===== config.mk =====
export PLATFORM = sky130hd
export DESIGN_NAME = i2cAddrMatch
export DESIGN_NICKNAME = d
export VERILOG_FILES = /design/src/rtl/i2cAddrMatchPkg.sv /design/src/rtl/i2cAddrMatchData.sv /design/src/rtl/i2cAddrMatchCtrl.sv /design/src/rtl/i2cAddrMatch.sv
export SDC_FILE = /design/constraint.sdc
export NUM_CORES = 1
export LEC_CHECK = 0
export ABC_CLOCK_PERIOD_IN_PS = 4200
export BUFFER_PORTS_ARGS = -buffer_cell sky130_fd_sc_hd__clkbuf_2
export CAP_MARGIN = 25
export CORE_MARGIN = 2
export CORE_UTILIZATION = 40
export CTS_BUF_LIST = sky130_fd_sc_hd__clkbuf_4
export DETAILED_ROUTE_END_ITERATION = 16
export HOLD_SLACK_MARGIN = 0.05
export SYNTH_ARGS = -nofsm -noshare
export SYNTH_HDL_FRONTEND = slang
export SYNTH_SLANG_ARGS = --single-unit

===== constraint.sdc =====
create_clock -name clk -period 4.2 [get_ports clk]
set_input_delay 0.42 -clock clk [delete_from_list [all_inputs] [get_ports clk]]
set_output_delay 0.42 -clock clk [all_outputs]
set_load 0.1 [all_outputs]

===== src/rtl/i2cAddrMatchPkg.sv =====
package i2cAddrMatchPkg;

  typedef enum logic [1:0] {
    PH_IDLE    = 2'd0,
    PH_ADDR_HI = 2'd1,
    PH_ADDR_LO = 2'd2,
    PH_DATA    = 2'd3
  } phaseT;

  // strobes from control to datapath
  typedef struct packed {
    logic shiftBit;
    logic loadBuf;
    logic setOvf;
    logic setIrq;
    logic setUa;
    logic latchGc;
    logic gcVal;
  } strobeT;

  // compare results from datapath to control
  typedef struct packed {
    logic ownHi;
    logic ownFull;
    logic gcHit;
    logic bufBusy;
  } matchT;

endpackage


===== src/rtl/i2cAddrMatchData.sv =====
module i2cAddrMatchData
  import i2cAddrMatchPkg::*;
#(
  parameter int BYTE_W = 8,
  parameter logic [BYTE_W-1:0] GC_CODE = '0
) (
  input  logic              clk,
  input  logic              rstN,
  input  logic              sdaIn,
  input  logic [BYTE_W-1:0] ownAddr,
  input  logic              gcEn,
  input  logic              bufRead,
  input  logic              irqClr,
  input  logic              ovfClr,
  input  logic              addrLoad,
  input  strobeT            strobe,
  output matchT             match,
  output logic [BYTE_W-1:0] rxBuf,
  output logic              bufFull,
  output logic              overflow,
  output logic              irq,
  output logic              updAddr,
  output logic              gcFlag
);

  logic [BYTE_W-1:0] shiftReg;
  logic [BYTE_W-1:0] shiftNext;

  // byte including the bit being sampled at this edge
  assign shiftNext = {shiftReg[BYTE_W-2:0], sdaIn};

  always_comb begin
    match.ownHi   = (shiftNext[BYTE_W-1:1] == ownAddr[BYTE_W-1:1]) && !shiftNext[0];
    match.ownFull = (shiftNext == ownAddr);
    match.gcHit   = gcEn && (shiftNext == GC_CODE);
    match.bufBusy = bufFull;
  end

  always_ff @(posedge clk) begin
    if (!rstN) begin
      shiftReg <= '0;
      rxBuf    <= '0;
      bufFull  <= 1'b0;
      overflow <= 1'b0;
      irq      <= 1'b0;
      updAddr  <= 1'b0;
      gcFlag   <= 1'b0;
    end else begin
      if (strobe.shiftBit) shiftReg <= shiftNext;
      if (strobe.loadBuf)  rxBuf    <= shiftNext;
      bufFull  <= strobe.loadBuf | (bufFull & ~bufRead);
      overflow <= strobe.setOvf  | (overflow & ~ovfClr);
      irq      <= strobe.setIrq  | (irq & ~irqClr);
      updAddr  <= strobe.setUa   | (updAddr & ~addrLoad);
      if (strobe.latchGc) gcFlag <= strobe.gcVal;
    end
  end

endmodule


===== src/rtl/i2cAddrMatchCtrl.sv =====
module i2cAddrMatchCtrl
  import i2cAddrMatchPkg::*;
#(
  parameter int BYTE_W = 8
) (
  input  logic   clk,
  input  logic   rstN,
  input  logic   scl,
  input  logic   sdaIn,
  input  logic   tenBit,
  input  matchT  match,
  output strobeT strobe,
  output logic   sdaLow
);

  localparam int CNT_W = $clog2(BYTE_W + 2);
  localparam logic [CNT_W-1:0] LAST_BIT = CNT_W'(BYTE_W - 1);
  localparam logic [CNT_W-1:0] ACK_SLOT = CNT_W'(BYTE_W);
  localparam logic [CNT_W-1:0] ACK_DONE = CNT_W'(BYTE_W + 1);

  logic             sclQ, sdaQ;
  logic             sclRise, sclFall, startSeen, stopSeen;
  phaseT            phase, pendPhase, nextSel;
  logic [CNT_W-1:0] bitCnt;
  logic             accepted;
  logic             active;
  logic             wantAccept, isGc;
  logic             byteDone, takeByte, overByte;

  assign sclRise   = scl & ~sclQ;
  assign sclFall   = ~scl & sclQ;
  assign startSeen = scl & sclQ & sdaQ & ~sdaIn;
  assign stopSeen  = scl & sclQ & ~sdaQ & sdaIn;
  assign active    = (phase != PH_IDLE);

  always_comb begin
    wantAccept = 1'b0;
    isGc       = 1'b0;
    case (phase)
      PH_ADDR_HI: begin
        isGc       = match.gcHit;
        wantAccept = match.gcHit | match.ownHi;
      end
      PH_ADDR_LO: wantAccept = match.ownFull;
      PH_DATA:    wantAccept = 1'b1;
      default:    wantAccept = 1'b0;
    endcase
  end

  assign byteDone = active & sclRise & (bitCnt == LAST_BIT);
  assign takeByte = byteDone & wantAccept & ~match.bufBusy;
  assign overByte = byteDone & wantAccept & match.bufBusy;

  always_comb begin
    if (!takeByte)                                  nextSel = PH_IDLE;
    else if (phase == PH_ADDR_HI && tenBit && !isGc) nextSel = PH_ADDR_LO;
    else                                            nextSel = PH_DATA;
  end

  always_comb begin
    strobe.shiftBit = active & sclRise & (bitCnt < ACK_SLOT);
    strobe.loadBuf  = takeByte;
    strobe.setOvf   = overByte;
    strobe.latchGc  = takeByte & (phase == PH_ADDR_HI);
    strobe.gcVal    = isGc;
    strobe.setUa    = takeByte & (phase == PH_ADDR_HI) & tenBit & ~isGc;
    strobe.setIrq   = active & sclFall & (bitCnt == ACK_DONE) & accepted;
  end

  always_ff @(posedge clk) begin
    if (!rstN) begin
      sclQ      <= 1'b1;
      sdaQ      <= 1'b1;
      phase     <= PH_IDLE;
      pendPhase <= PH_IDLE;
      bitCnt    <= '0;
      accepted  <= 1'b0;
      sdaLow    <= 1'b0;
    end else begin
      sclQ <= scl;
      sdaQ <= sdaIn;
      if (startSeen) begin
        phase    <= PH_ADDR_HI;
        bitCnt   <= '0;
        accepted <= 1'b0;
        sdaLow   <= 1'b0;
      end else if (stopSeen) begin
        phase    <= PH_IDLE;
        accepted <= 1'b0;
        sdaLow   <= 1'b0;
      end else if (active) begin
        if (sclRise) begin
          if (byteDone) begin
            accepted  <= takeByte;
            pendPhase <= nextSel;
          end
          if (bitCnt < ACK_DONE) bitCnt <= bitCnt + 1'b1;
        end else if (sclFall) begin
          if (bitCnt == ACK_SLOT) begin
            sdaLow <= accepted;
          end else if (bitCnt == ACK_DONE) begin
            sdaLow <= 1'b0;
            phase  <= pendPhase;
            bitCnt <= '0;
          end
        end
      end
    end
  end

endmodule


===== src/rtl/i2cAddrMatch.sv =====
module i2cAddrMatch
  import i2cAddrMatchPkg::*;
#(
  parameter int BYTE_W = 8
) (
  input  logic              clk,
  input  logic              rstN,
  input  logic              scl,
  input  logic              sdaIn,
  output logic              sdaLow,
  input  logic [BYTE_W-1:0] ownAddr,
  input  logic              gcEn,
  input  logic              tenBit,
  input  logic              bufRead,
  input  logic              irqClr,
  input  logic              ovfClr,
  input  logic              addrLoad,
  output logic [BYTE_W-1:0] rxBuf,
  output logic              bufFull,
  output logic              overflow,
  output logic              irq,
  output logic              updAddr,
  output logic              gcFlag
);

  strobeT strobe;
  matchT  match;

  i2cAddrMatchCtrl #(.BYTE_W(BYTE_W)) uCtrl (
    .clk    (clk),
    .rstN   (rstN),
    .scl    (scl),
    .sdaIn  (sdaIn),
    .tenBit (tenBit),
    .match  (match),
    .strobe (strobe),
    .sdaLow (sdaLow)
  );

  i2cAddrMatchData #(.BYTE_W(BYTE_W)) uData (
    .clk      (clk),
    .rstN     (rstN),
    .sdaIn    (sdaIn),
    .ownAddr  (ownAddr),
    .gcEn     (gcEn),
    .bufRead  (bufRead),
    .irqClr   (irqClr),
    .ovfClr   (ovfClr),
    .addrLoad (addrLoad),
    .strobe   (strobe),
    .match    (match),
    .rxBuf    (rxBuf),
    .bufFull  (bufFull),
    .overflow (overflow),
    .irq      (irq),
    .updAddr  (updAddr),
    .gcFlag   (gcFlag)
  );

endmodule


==> results of run 1 <==
tightest hold or removal path, delay by kind of cell:
kind / cells / cell delay (ns)
buf+inv: 2 / 0.18
simple gates: 1 / 0.05
cell families (layout without fill, tap and decap cells):
| family | after synthesis | after routing | share of synthesized area |
|---|---|---|---|
| AND/OR/NAND/NOR | 74 | 74 | 0.246 |
| buffers and inverters | 17 | 49 | 0.0421 |
| flip-flops | 32 | 32 | 0.385 |
| XOR/XNOR | 10 | 10 | 0.0527 |
| adder cells (fa/ha/maj) | 8 | 8 | 0.0602 |
| AO/OA/AOI/OAI | 57 | 57 | 0.202 |
| multiplexers | 2 | 2 | 0.0120 |
layer usage:
layer	GRT usage	vias to the layer above
met2	0.262	42
met3	0.0461	10
met1	0.257	667
met5	0	-
li1	-	766
met4	0.0750	0
path summary, 6_finish.rpt:
kind | startpoint | to | slack, ns | cells after the start
worst max-delay path | uCtrl.sclQ$_SDFF_PN1_ | uCtrl.pendPhase[0]$_SDFFE_PN0P_ | 2.06 | 7
worst max register to register | uCtrl.sclQ$_SDFF_PN1_ | uCtrl.pendPhase[0]$_SDFFE_PN0P_ | 2.06 | 7
worst min register to register | uData.rxBuf[1]$_SDFFE_PN0P_ | uData.rxBuf[1]$_SDFFE_PN0P_ | 0.47 | 2
worst min-delay path | scl | uCtrl.sclQ$_SDFF_PN1_ | 0.33 | 3
where the power goes:
| part | internal (mW) | switching [mW] | leakage, nW |
|---|---|---|---|
| clock network | 0.131 | 0.112 | 0.0456 |
| logic | 0.0138 | 0.0213 | 0.492 |
| registers | 0.305 | 0.00135 | 0.258 |
cell usage in the layout (no fill, tap or decap), types with 3 or more instances in the layout:
cell type,count
o21ai_0,21
nor2_1,9
nor3_1,4
nand2b_1,5
a21oi_1,25
nand4_1,3
nand2_1,19
dfxtp_1,32
clkbuf_2,31
xor2_1,8
nor2b_1,8
clkbuf_4,6
nand3_1,13
ha_1,8
inv_1,10
area by class of cell:
| type | count | area, µm² |
|---|---|---|
| clock inverter | 2 | 35.0 |
| clock buffer | 6 | 45.0 |
| multi-input combinational | 151 | 952 |
| tap | 50 | 62.6 |
| timing repair buffer | 31 | 155 |
| inverter | 10 | 37.5 |
| fill | 417 | 2070 |
| sequential | 32 | 641 |
registers in the layout, summed over array words and instances, names as in the netlist:
register         cells
uData.rxBuf          8
uData.shiftReg       7
uCtrl.bitCnt         4
uCtrl.pendPhase      2
uCtrl.phase          2
uCtrl.accepted       1
uCtrl.sclQ           1
uCtrl.sdaLow         1
uCtrl.sdaQ           1
uData.bufFull        1
uData.gcFlag         1
uData.irq            1
uData.overflow       1
uData.updAddr        1
==> metrics.csv, run 1 <==
metric,value,unit
area growth from synthesis to layout,16.0,%
Met3 Routed Length,221,µm
final setup fails,0,
area of the core,0.00400,mm²
Via Count,1485,
WHS,0.333,ns
vias in the first global route,1314,
CTS tree,done,
Die Ht,68.5,µm
Hold Path Class,in2reg,
synth cell count leaders,"32 x dfxtp_1, 25 x a21oi_1, 21 x o21ai_0, 19 x nand2_1, 13 x nand3_1",
Port Buffer Count,31,
GRT Resource Usage Total,0.182,
antenna violations before repair,0,
clock sink count,32,
most frequent cell after synthesis,dfxtp_1,
clock root buffer,clkbuf_4,
worst stage delay on the critical path,0.43,ns
Total Power,0.584,mW
crit path time final,2.14,ns
PostCTS Resize Cnt,0,
"Avg Cell Area, Syn",8.31,µm²
Netlist cell types,38,
Die X,68.5,µm
Mapped Area,0.00166,mm²
final design utilization,0.482,
CP Capture Type,register,
Met2 Routed Length,1650,µm
n_diodes,0,
setup tns final,0,ns
share of cells above drive strength 1,0.198,
DRT Pass-1 Iters,5,
WP data arrival,2.40,ns
DRT iter0 DRCs,105,
Final period util,0.508,
worst path bufs/invs,1,
slew margin rel.,0.397,
CTS buffer count,5,
full die area,0.00469,mm²
Fin Clk Skew,0.00815,ns
DRC,0,
share of the synthesized area in the top cell type,0.385,
crit-path max FO,10,
# IOs,32,
Worst-Margin Slew,0.902,ns
row count,23,
DR top layer,met4,
Synth Register Bits,32,
Synth Instances,200,
WL met1,1830,µm
RD Place Congestion,0.801,
DP Wirelength,2800,µm
"Async S/R FF share, synth",0,
Wirelength per Cell,13.4,µm
RSZ-0062 raised after global routing,false,
sequential element share of the synthesized area,0.385,
Synth Flop Type,dfxtp_1,
final max-slew violation count,0,
final std cells w/o fill,282,
Avg Vias per Cell,5.27,
"slowest stage cell, crit path",and4_1,
cell area after layout,0.00193,mm²
post-synth top area cell,dfxtp_1,
Post-CTS Hold Fix Bufs,0,
Post-synth EDFFs,0,
Max Clk Rate,468,MHz
CP required,4.46,ns
largest net degree at the start of global routing,22,
Inst Count DP,274,
first-pass GRT wire length,6220,µm
Synth warnings,0,
initial core utilization,0.416,
CP Class,reg2reg,
Clock Latency Late Sink,0.34,ns
Routed WL,3780,µm
main area contributors after synthesis,"dfxtp_1 39%, a21oi_1 7.5%, o21ai_0 6.3%",
Crit path max-delay family,simple AND/OR/NAND/NOR gates,
PD cells,303,mW/mm²
setup repair bufs after CTS,0,
H-tree Lvls,2,
placed inst area,0.00185,mm²
max_cap viols,0,
final net count,257,
setup ws final,2.06,ns
syn nets,226,
total gr overflow,0,
Worst-path clk slew,0.10,ns
maximum buffer depth of the clock tree,2,
crit-path cells,inv_1 > ha_1 > nand2b_1 > nor4_4 > and4_1 > nor2_2 > o31ai_2,
CP startpoint kind,register,
Final ANT Viol Nets,0,
Pleak,0.795,nW
Setup WS pre-CTS,1.93,ns
status,finished clean,
Final Hold Fails,0,
worst vdd ir,205,µV
Note: power is estimated with default switching activity, not from simulation.
==> run 2, diff against run 1 <==
--- a/config.mk
+++ b/config.mk
@@ -5,7 +5,7 @@
 export SDC_FILE = /design/constraint.sdc
 export NUM_CORES = 1
 export LEC_CHECK = 0
-export ABC_CLOCK_PERIOD_IN_PS = 4200
+export ABC_CLOCK_PERIOD_IN_PS = 2230
 export BUFFER_PORTS_ARGS = -buffer_cell sky130_fd_sc_hd__clkbuf_2
 export CAP_MARGIN = 25
 export CORE_MARGIN = 2
==> constraint.sdc (replaced) <==
create_clock -name clk -period 2.23 [get_ports clk]
set_input_delay 0.223 -clock clk [delete_from_list [all_inputs] [get_ports clk]]
set_output_delay 0.223 -clock clk [all_outputs]
set_load 0.1 [all_outputs]
==> run 2 against run 1 <==
Compared with the run above: global-route usage fell by 0.63 points; sequential cell count did not move; final cell count rose by 1.4%; clock power rose by 31%; combinational power rose by 100%; first-iteration DRC count rose by 14%; via count fell by 0.94%; largest cell class unchanged; highest routed layer unchanged.
==> metrics.csv, run 2 (same netlist as run 1, synthesis figures left out) <==
metric,value,unit
status,finished clean,
Max Clk Rate,502,MHz
Avg Vias per Cell,5.14,
clock root buffer,clkbuf_4,
Comb pwr share,0.073,
final max-slew violation count,0,
area growth from synthesis to layout,16.0,%
most frequent cells in the layout,"32 x dfxtp_1, 31 x clkbuf_2, 25 x a21oi_1, 21 x o21ai_0, 19 x nand2_1",
CP startpoint kind,register,
n_diodes,0,
Final Hold Fails,0,
Hold Path Class,in2reg,
crit-path cells,inv_1 > ha_1 > nor2_1 > nand3_1 > a211oi_1 > nand3_1 > a211oi_1,
"slowest stage cell, crit path",a211oi_1,
final net count,261,
final std cells w/o fill,286,
Pint,0.717,mW
slew margin rel.,0.608,
PostCTS Resize Cnt,0,
first-pass GRT wire length,6100,µm
Final period util,0.893,
Clock power frac,0.330,
Clock Latency Late Sink,0.34,ns
vias in the first global route,1282,
hold endpoint,uData.bufFull$_SDFF_PN0_,
H-tree Lvls,2,
crit path time final,1.99,ns
CTS tree,done,
Pleak,0.801,nW
antenna violations before repair,0,
DRC,0,
reported net switching power,0.247,mW
Worst-Margin Slew,0.583,ns
reg2reg end,uCtrl.bitCnt[1]$_SDFFE_PP0P_,
sequential power share,0.597,
full die area,0.00469,mm²
DP Wirelength,2750,µm
worst vdd ir,222,µV
Largest register FFs,8,
Worst-path clk slew,0.10,ns
Total Power,0.965,mW
Via Count,1471,
Port Buffer Count,31,
Reg2Reg Setup Slack,0.24,ns
setup repair bufs after CTS,0,
RD Place Congestion,0.828,
total gr overflow,0,
crit-path max FO,5,
CP Capture Type,register,
hold path startpoint,bufRead,
Top reg by flops,uData.rxBuf,
Final ANT Viol Nets,0,
maximum buffer depth of the clock tree,2,
worst stage delay on the critical path,0.46,ns
clock sink count,32,
largest registers,"uData.rxBuf x8, uData.shiftReg x7, uCtrl.bitCnt x4",
DRT iter0 DRCs,120,
setup tns final,0,ns
CP Class,reg2reg,
CTS buffer count,5,
Hold Path Depth,3,
DRT Pass-1 Iters,5,
WP data arrival,2.24,ns
PD cells,500,mW/mm²
switching portion of total power,0.256,
largest net degree at the start of global routing,21,
Inst Count DP,278,
final design utilization,0.482,
area of the core,0.00400,mm²
CP required,2.48,ns
R2R depth,7,
# IOs,32,
placed inst area,0.00188,mm²
final setup fails,0,
GRT Resource Usage Total,0.176,
Fin Clk Skew,0.00778,ns
row count,23,
Die Ht,68.5,µm
Die X,68.5,µm
RSZ-0062 raised after global routing,false,
Wirelength per Cell,13.1,µm
max_cap viols,0,
initial core utilization,0.416,
cell area after layout,0.00193,mm²
Post-CTS Hold Fix Bufs,0,
Routed WL,3750,µm
"most common cell after layout, fill and taps aside",dfxtp_1,
share of cells above drive strength 1,0.208,
r2r startpoint,uCtrl.bitCnt[0]$_SDFFE_PP0P_,
==> run 2: layout make-up <==
class | count | area, µm²
Clock inverter | 3 | 13.8
Clock buffer | 5 | 37.5
Sequential cell | 32 | 641
Multi-Input combinational cell | 151 | 952
Inverter | 10 | 37.5
Fill cell | 418 | 2070
Timing Repair Buffer | 35 | 185
Tap cell | 50 | 62.6
==> run 2: worst max path at each step <==
| stage | from | end | slack (ns) | cells past startpoint |
|---|---|---|---|---|
| detailed placement | uCtrl.bitCnt[0]$_SDFFE_PP0P_ | uCtrl.bitCnt[1]$_SDFFE_PP0P_ | 0.30 | 7 |
| global placement | uCtrl.sclQ$_SDFF_PN1_ | uCtrl.pendPhase[0]$_SDFFE_PN0P_ | 0.32 | 7 |
| global route | uCtrl.bitCnt[0]$_SDFFE_PP0P_ | uCtrl.bitCnt[1]$_SDFFE_PP0P_ | 0.01 | 7 |
| CTS | uCtrl.bitCnt[0]$_SDFFE_PP0P_ | uCtrl.bitCnt[1]$_SDFFE_PP0P_ | 0.24 | 7 |
| finish | uCtrl.bitCnt[0]$_SDFFE_PP0P_ | uCtrl.bitCnt[1]$_SDFFE_PP0P_ | 0.24 | 7 |
| floorplan | uData.bufFull$_SDFF_PN0_ | uCtrl.pendPhase[0]$_SDFFE_PN0P_ | 0.40 | 5 |
==> run 2: layer usage <==
| metal | vias to the layer above | track usage | part of all wire |
|---|---|---|---|
| met4 | 0 | 0.0750 | 0.0051 |
| met1 | 662 | 0.246 | 0.51 |
| met3 | 2 | 0.0411 | 0.046 |
| met5 | - | 0 | 0 |
| li1 | 777 | - | - |
| met2 | 30 | 0.256 | 0.44 |
==> run 2: power groups by stage <==
stage | Clock [mW] | Sequential (mW) | Combinational (mW)
6_report | 0.319 | 0.576 | 0.0704
5_1_grt | 0.358 | 0.576 | 0.0798
4_1_cts | 0.333 | 0.576 | 0.0708
3_5_place_dp | 0 | 0.589 | 0.0704
3_3_place_gp | 0 | 0.589 | 0.0707
2_1_floorplan | 0 | 0.589 | 0.0419
==> run 2: worst max-delay path: cells and delay by family, from the launching register on <==
kind,cells,cell delay (ns)
flops,1,0.42
compound gates,2,0.72
fa+ha+maj,1,0.24
simple gates,3,0.44
buf+inv,1,0.08
==> run 2: stage by stage <==
stage / hold WS (ns) / worst slack [ns]
final: 0.130 / 0.238
after global routing: 0.139 / 0.00969
after CTS: 0.128 / 0.236
after detailed placement: 0.456 / 0.302
after global placement: 0.453 / 0.316
after floorplan: 0.323 / 0.403
==> run 3, diff against run 2 <==
--- a/config.mk
+++ b/config.mk
@@ -10,7 +10,7 @@
 export CAP_MARGIN = 25
 export CORE_MARGIN = 2
 export CORE_UTILIZATION = 40
-export CTS_BUF_LIST = sky130_fd_sc_hd__clkbuf_4
+export CTS_BUF_LIST = sky130_fd_sc_hd__clkbuf_8
 export DETAILED_ROUTE_END_ITERATION = 16
 export HOLD_SLACK_MARGIN = 0.05
 export SYNTH_ARGS = -nofsm -noshare
==> run 3 against run 2 <==
Compared with the run above: hold slack improved by 0.065 ns; register-to-register slack improved by 0.02 ns; non-clock buffer count unchanged; critical endpoint is now uData.updAddr$_SDFF_PN0_.
==> metrics.csv, run 3 (same netlist as run 1, synthesis figures left out) <==
metric,value,unit
largest registers,"uData.rxBuf x8, uData.shiftReg x7, uCtrl.bitCnt x4",
DRT iter0 DRCs,86,
Via Count,1475,
Pleak,0.820,nW
DP Wirelength,2750,µm
largest net degree at the start of global routing,21,
max_cap viols,0,
RSZ-0062 raised after global routing,false,
Comb pwr share,0.065,
GRT Resource Usage Total,0.180,
Worst-path clk slew,0.07,ns
Clock Latency Late Sink,0.29,ns
Wirelength per Cell,13.5,µm
H-tree Lvls,2,
crit-path max FO,10,
most frequent cells in the layout,"32 x dfxtp_1, 31 x clkbuf_2, 25 x a21oi_1, 21 x o21ai_0, 19 x nand2_1",
Post-CTS Hold Fix Bufs,0,
Clock power frac,0.417,
antenna violations before repair,0,
# IOs,32,
"most common cell after layout, fill and taps aside",dfxtp_1,
Final ANT Viol Nets,0,
RD Place Congestion,0.828,
Pint,0.848,mW
DRC,0,
first-pass GRT wire length,6170,µm
Max Clk Rate,507,MHz
Hold Path Class,in2reg,
crit path from,uCtrl.sclQ$_SDFF_PN1_,
Hold Path Depth,3,
Routed WL,3870,µm
final max-slew violation count,0,
final net count,261,
Worst-Margin Slew,0.586,ns
row count,23,
reported net switching power,0.263,mW
vias in the first global route,1270,
Die Ht,68.5,µm
CP required,2.45,ns
CP startpoint kind,register,
hold path startpoint,bufRead,
CP Capture Type,register,
slew margin rel.,0.606,
Final Hold Fails,0,
sequential power share,0.519,
Fin Clk Skew,0.00415,ns
Largest register FFs,8,
r2r startpoint,uCtrl.sclQ$_SDFF_PN1_,
maximum buffer depth of the clock tree,2,
initial core utilization,0.416,
n_diodes,0,
R2R depth,7,
clock sink count,32,
Die X,68.5,µm
WP data arrival,2.19,ns
switching portion of total power,0.236,
CP Class,reg2reg,
PD cells,562,mW/mm²
full die area,0.00469,mm²
DRT Pass-1 Iters,4,
area growth from synthesis to layout,18.8,%
Final period util,0.884,
Total Power,1.11,mW
Avg Vias per Cell,5.16,
Fillers,418,
total gr overflow,0,
crit path time final,1.97,ns
CTS tree,done,
worst vdd ir,327,µV
CTS buffer count,5,
area of the core,0.00400,mm²
share of cells above drive strength 1,0.216,
status,finished clean,
final setup fails,0,
Port Buffer Count,31,
Top reg by flops,uData.rxBuf,
clock root buffer,clkbuf_8,
setup tns final,0,ns
==> run 3: layout make-up <==
class	instances	area [µm²]	area share
multi-input combinational	151	957	0.484
sequential	32	641	0.324
timing repair buffer	35	185	0.0937
clock buffer	6	82.6	0.0418
tap	50	62.6	0.0317
inverter	10	37.5	0.0190
clock inverter	2	10.0	0.00507
==> run 3: metal layers <==
metal	share of wire	up-vias	wire, µm	global-route usage
met5	0	-	0	0
met4	0.020	0	79	0.0900
met3	0.046	6	178	0.0411
met2	0.43	34	1680	0.258
met1	0.50	660	1930	0.249
li1	-	775	-	-
==> run 3: power by group through the flow <==
stage               Combinational (mW)  Clock (mW)  Sequential (mW)
floorplan                       0.0419           0            0.589
global placement                0.0707           0            0.589
detailed placement              0.0704           0            0.589
CTS                             0.0708       0.476            0.576
global route                    0.0808       0.502            0.576
finish                          0.0718       0.463            0.576
==> run 3: metrics by stage <==
stage          std cells  hold WS (ns)  setup slack, ns  utilization  cell area [µm²]
3_3_place_gp         278         0.453            0.316        0.470             1880
3_5_place_dp         278         0.456            0.302        0.470             1880
2_1_floorplan        200         0.323            0.403            -             1660
6_report             286         0.195            0.258        0.494             1980
5_1_grt              286         0.216           0.0137        0.494             1980
4_1_cts              286         0.193            0.211        0.493             1970
==> run 3: repair_timing <==
| item | CTS | global route |
|---|---|---|
| buffers inserted | 0 | 0 |
| endpoints found under the setup margin | 0 | 1 |
| resized for setup | 0 | 1 |
==> run 3: worst max-delay path: stages (launching register included) <==
cell,delay [ns]
dfxtp_1,0.33
inv_1,0.08
ha_1,0.25
nand2b_1,0.14
nor4_4,0.33
and4_1,0.44
o21ai_0,0.17
a21oi_1,0.17
==> run 3: final timing paths <==
kind                                  to  slack [ns]
max reg2reg     uData.updAddr$_SDFF_PN0_        0.26
max             uData.updAddr$_SDFF_PN0_        0.26
min reg2reg  uData.rxBuf[6]$_SDFFE_PN0P_        0.46
min             uData.bufFull$_SDFF_PN0_        0.20
